`config.mk`:
```
export PLATFORM = sky130hd
export DESIGN_NAME = status_branch_unit
export DESIGN_NICKNAME = d
export VERILOG_FILES = /design/src/rtl/sw_pkg.sv /design/src/rtl/sw_word_reg.sv /design/src/rtl/sw_cond_sel.sv /design/src/rtl/sw_irq_pick.sv /design/src/rtl/status_branch_unit.sv
export SDC_FILE = /design/constraint.sdc
export NUM_CORES = 1
export LEC_CHECK = 0
export BUFFER_PORTS_ARGS = -buffer_cell sky130_fd_sc_hd__buf_2
export CORE_MARGIN = 5
export CORE_UTILIZATION = 42
export DETAILED_ROUTE_END_ITERATION = 8
export PLACE_DENSITY = 0.93
export SYNTH_ARGS = -nofsm -noshare
export SYNTH_HDL_FRONTEND = slang
export SYNTH_SLANG_ARGS = --single-unit
```
`constraint.sdc`:
```
create_clock -name clk -period 3 [get_ports clk]
set_input_delay 0.3 -clock clk [delete_from_list [all_inputs] [get_ports clk]]
set_output_delay 0.3 -clock clk [all_outputs]
set_load 0.005 [all_outputs]
```
`src/rtl/sw_pkg.sv`:
```
`timescale 1ns/1ps
package sw_pkg;
    localparam int FLAG_W = 4;

    typedef enum logic [1:0] {
        COND_NEG   = 2'b00,
        COND_ZERO  = 2'b01,
        COND_CARRY = 2'b10,
        COND_OVF   = 2'b11
    } cond_e;

    typedef enum logic {
        REG_HOLD = 1'b0,
        REG_LOAD = 1'b1
    } reg_mode_e;
endpackage

```
`src/rtl/sw_word_reg.sv`:
```
`timescale 1ns/1ps
module sw_word_reg #(
    parameter int IRQ_W  = 8,
    parameter int RSV_W  = 4,
    localparam int FLAG_W = sw_pkg::FLAG_W,
    localparam int WORD_W = FLAG_W + RSV_W + IRQ_W
) (
    input  logic              clk,
    input  logic              rst_n,
    input  logic              flag_we,
    input  logic [FLAG_W-1:0] flag_in,
    input  logic              mask_en,
    input  logic              mask_set,
    input  logic [IRQ_W-1:0]  mask_val,
    input  logic              restore_en,
    input  logic [WORD_W-1:0] restore_word,
    output logic [WORD_W-1:0] word_q
);
    import sw_pkg::*;

    localparam int FLAG_LO = IRQ_W + RSV_W;

    reg_mode_e         mode;
    logic [WORD_W-1:0] word_d;

    assign mode = (restore_en || flag_we || mask_en) ? REG_LOAD : REG_HOLD;

    // Restore wins over everything; flag and mask fields are disjoint.
    always_comb begin
        word_d = word_q;
        unique case (mode)
            REG_HOLD: word_d = word_q;
            REG_LOAD: begin
                if (restore_en) begin
                    word_d = restore_word;
                end else begin
                    if (flag_we)
                        word_d[WORD_W-1:FLAG_LO] = flag_in;
                    if (mask_en)
                        word_d[IRQ_W-1:0] = mask_set ? (word_q[IRQ_W-1:0] | mask_val)
                                                     : (word_q[IRQ_W-1:0] & mask_val);
                end
            end
            default: word_d = word_q;
        endcase
        word_d[FLAG_LO-1:IRQ_W] = '0;
    end

    always_ff @(posedge clk or negedge rst_n) begin
        if (!rst_n)
            word_q <= '0;
        else
            word_q <= word_d;
    end
endmodule

```
`src/rtl/sw_cond_sel.sv`:
```
`timescale 1ns/1ps
module sw_cond_sel (
    input  logic [sw_pkg::FLAG_W-1:0] flags,
    input  logic [1:0]                cond_sel,
    output logic                      taken
);
    import sw_pkg::*;

    cond_e sel;
    assign sel = cond_e'(cond_sel);

    // flags = {N, Z, C, O}
    always_comb begin
        unique case (sel)
            COND_NEG:   taken = flags[3];
            COND_ZERO:  taken = flags[2];
            COND_CARRY: taken = flags[1];
            COND_OVF:   taken = flags[0];
            default:    taken = 1'b0;
        endcase
    end
endmodule

```
`src/rtl/sw_irq_pick.sv`:
```
`timescale 1ns/1ps
module sw_irq_pick #(
    parameter int IRQ_W = 8,
    localparam int IDX_W = (IRQ_W > 1) ? $clog2(IRQ_W) : 1
) (
    input  logic [IRQ_W-1:0] req,
    input  logic [IRQ_W-1:0] enable,
    output logic             valid,
    output logic [IDX_W-1:0] index
);
    logic [IRQ_W-1:0] hit;

    genvar g;
    generate
        for (g = 0; g < IRQ_W; g++) begin : g_gate
            assign hit[g] = req[g] & enable[g];
        end
    endgenerate

    assign valid = |hit;

    // Scan from the top so the lowest-numbered hit is assigned last.
    always_comb begin
        index = '0;
        for (int i = IRQ_W - 1; i >= 0; i--) begin
            if (hit[i])
                index = IDX_W'(i);
        end
    end
endmodule

```
`src/rtl/status_branch_unit.sv`:
```
`timescale 1ns/1ps
module status_branch_unit #(
    parameter int IRQ_W  = 8,
    parameter int RSV_W  = 4,
    localparam int FLAG_W = sw_pkg::FLAG_W,
    localparam int WORD_W = FLAG_W + RSV_W + IRQ_W,
    localparam int IDX_W  = (IRQ_W > 1) ? $clog2(IRQ_W) : 1
) (
    input  logic              clk,
    input  logic              rst_n,
    input  logic              flag_we,
    input  logic [FLAG_W-1:0] flag_in,
    input  logic              mask_en,
    input  logic              mask_set,
    input  logic [IRQ_W-1:0]  mask_val,
    input  logic              restore_en,
    input  logic [WORD_W-1:0] restore_word,
    input  logic [IRQ_W-1:0]  irq_req,
    input  logic [1:0]        cond_sel,
    output logic [WORD_W-1:0] status_word,
    output logic              taken,
    output logic              irq_valid,
    output logic [IDX_W-1:0]  irq_index
);
    sw_word_reg #(.IRQ_W(IRQ_W), .RSV_W(RSV_W)) u_reg (
        .clk          (clk),
        .rst_n        (rst_n),
        .flag_we      (flag_we),
        .flag_in      (flag_in),
        .mask_en      (mask_en),
        .mask_set     (mask_set),
        .mask_val     (mask_val),
        .restore_en   (restore_en),
        .restore_word (restore_word),
        .word_q       (status_word)
    );

    sw_cond_sel u_cond (
        .flags    (status_word[WORD_W-1 -: FLAG_W]),
        .cond_sel (cond_sel),
        .taken    (taken)
    );

    sw_irq_pick #(.IRQ_W(IRQ_W)) u_pick (
        .req    (irq_req),
        .enable (status_word[IRQ_W-1:0]),
        .valid  (irq_valid),
        .index  (irq_index)
    );
endmodule

```
==> results.toml <==
[power_and_ir_drop]
p_leak_nw = 0.583
power_density_nw_per_um2 = 376
p_total_mw = 0.437
ir_drop_uv = 287

[detailed_routing]
avgViaCountPerCell = 5.47
drt_iter0_drc = 20
vias = 957
routed_wl_um = 2630
avgRoutedWirePerCell_um = 15.0
drc = 0
firstDrtPassIters = 4
antenna_left = 0

[global_routing]
antenna_found_initial = 0
grt_usage = 0.174
grt_pass1_vias = 963
grt_overflow = 0
grt_max_degree = 25
grt_pass1_wl_um = 4300

[die]
start_util = 0.443
io_pins = 65
die_w_um = 55.5
rows = 16
die-area_sq_um = 3080
core_sq_um = 1960
fp.dieH_um = 55.5

[sta]
fin_crit_ns = 1.75
fin_tns_setup_ns = 0
rsz0062_at_grt = "false"
clock.fmax_mhz = 571
fin_crit_sh = 0.584
final_hold_viol_count = 0
slew_violations = 0
fin_skew_ns = 0
setup_violations = 0

[clock_network]
cts_buffers = 3
path_clk_slew_ns = 0.07
cts-root-buf = "clkbuf_4"
post_cts_buffers = 0
cts_tree = "done"
clock_path_buffers = 2
cts_sinks = 12
htreeDepth = 1
clock_latency_ns = 0.27
post_cts_resized = 0
holdBufCountCts = 1

[run_status]
status = "completed"

[placement]
dp.cells = 171
placed_area_sq_um = 1130
globalplace.congestion = 0.917
hpwl_um = 2090
numPortBuffers = 56

[worst_setup_path]
cp-startpoint = "u_reg.word_q[6]"
r2r-end = "u_reg.word_q[0]"
endpoint_kind = "output port"
crit_type = "reg2out"
r2r_start = "u_reg.word_q[0]"
path_max_fanout = 5
cp_data_required_time_ns = 2.70
rrSetupSlack_ns = 2.13
reg2regPathDepth = 2
endpoint = "irq_index[1]"
cp.arrival_ns = 1.45
start_kind = "register"

[cells_and_area]
largest-register = "u_reg.word_q"
diodes = 0
area_growth_pct = 33.9
largest_reg_flops = 12
fin_cells = 175
reg_top3 = "u_reg.word_q: 12 flops"
multi_input_area_sq_um = 515
drive_gt1_frac = 0.507
final_nets = 194
seqCellArea_sq_um = 300
fill_cells = 192
final_area_sq_um = 1160

[synth]
syn_area_sq_um = 868
ys_seq_elements = 12
synthTopCellsByArea = "dfrtp_1 35%, o31ai_2 12%, nand2_1 7.8%, a21oi_1 6.3%, a21oi_2 5.0%"
ys_seq_area_frac = 0.346
ys.warnings.count = 0
synth.avg_cell_area_sq_um = 9.24
yosysTopAreaCell = "dfrtp_1"
syn_inst = 94
yosysTopAreaCellShare = 0.346
synth.distinct_cells = 26

[run]
maxCapViolCount = 0

[hold_path]
min_path_type = "in2reg"
per-stage QoR:
step	worst slack, ns	hold WS, ns	utilization
after floorplan	1.75	0.00441	-
after global placement	1.58	0.185	0.576
after detailed placement	1.55	0.192	0.576
after CTS	1.25	0.237	0.592
after global routing	1.18	0.246	0.592
final	1.25	0.240	0.592
critical path: stages, from the launching register on:
cell and delay [ns]:
dfrtp_1 0.45, a22o_1 0.25, a221oi_1 0.25, a221oi_1 0.09
buf_2 0.14
cells in the final DEF (no fill, tap or decap), drive strengths merged:
master | netlist | routed
dfrtp | 12 | 12
dlygate4sd3 | 0 | 1
o21ai | 5 | 5
a22o | 1 | 1
buf | 8 | 56
a221oi | 2 | 2
nand3 | 1 | 1
nor2 | 1 | 1
and2 | 1 | 1
a21oi | 16 | 16
nand2 | 18 | 18
nand2b | 8 | 8
o31ai | 8 | 8
conb | 1 | 4
nor2b | 1 | 1
a32oi | 2 | 2
clkbuf | 1 | 3
mux2i | 4 | 4
mux4 | 1 | 1
a22oi | 2 | 2
nand4 | 1 | 1
area by class of cell:
cell class,count,share of cell area
multi-input combinational,76,0.443
sequential,12,0.258
timing repair buffer,57,0.250
clock buffer,3,0.0194
tap,27,0.0291
cells by family after synthesis:
| family | count (synthesis) | share of synthesized area |
|---|---|---|
| muxes | 5 | 0.0720 |
| other | 1 | 0.00432 |
| buffers and inverters | 9 | 0.0735 |
| DFF | 12 | 0.346 |
| and+or+nand+nor | 31 | 0.179 |
| AOI/OAI and AO/OA | 36 | 0.326 |
layer usage:
layer,track usage,up-vias,wire length [um]
li1,-,450,-
met1,0.186,444,974
met2,0.297,57,1330
met3,0.0583,6,256
met4,0.101,0,64
met5,0,-,0
Yosys cell counts:
cell / count
a221oi_1: 2
nand2b_4: 1
mux2i_1: 4
a22oi_1: 2
mux4_2: 1
nor2b_1: 1
dfrtp_1: 12
clkbuf_2: 1
buf_2: 2
buf_6: 1
nand2b_1: 6
a21oi_1: 11
o31ai_2: 8
a21oi_2: 5
nand2b_2: 1
nor2_1: 1
o21ai_0: 4
conb_1: 1
a22o_1: 1
a32oi_1: 2
o21ai_1: 1
and2_1: 1
nand2_1: 18
nand4_1: 1
nand3_1: 1
buf_4: 5
worst min-delay path by stage:
stage                           from                to  cells after the start
floorplan                      rst_n   u_reg.word_q[0]                      0
global placement               rst_n  u_reg.word_q[15]                      1
detailed placement             rst_n  u_reg.word_q[15]                      1
CTS                  restore_word[7]   u_reg.word_q[7]                      3
global route         restore_word[3]   u_reg.word_q[3]                      3
finish              restore_word[14]  u_reg.word_q[14]                      3
where the power goes:
| group | switching, mW | internal (mW) |
|---|---|---|
| logic | 0.0702 | 0.0716 |
| clock network | 0.0517 | 0.0465 |
| registers | 0.0205 | 0.177 |
Note: power is estimated with default switching activity, not from simulation.
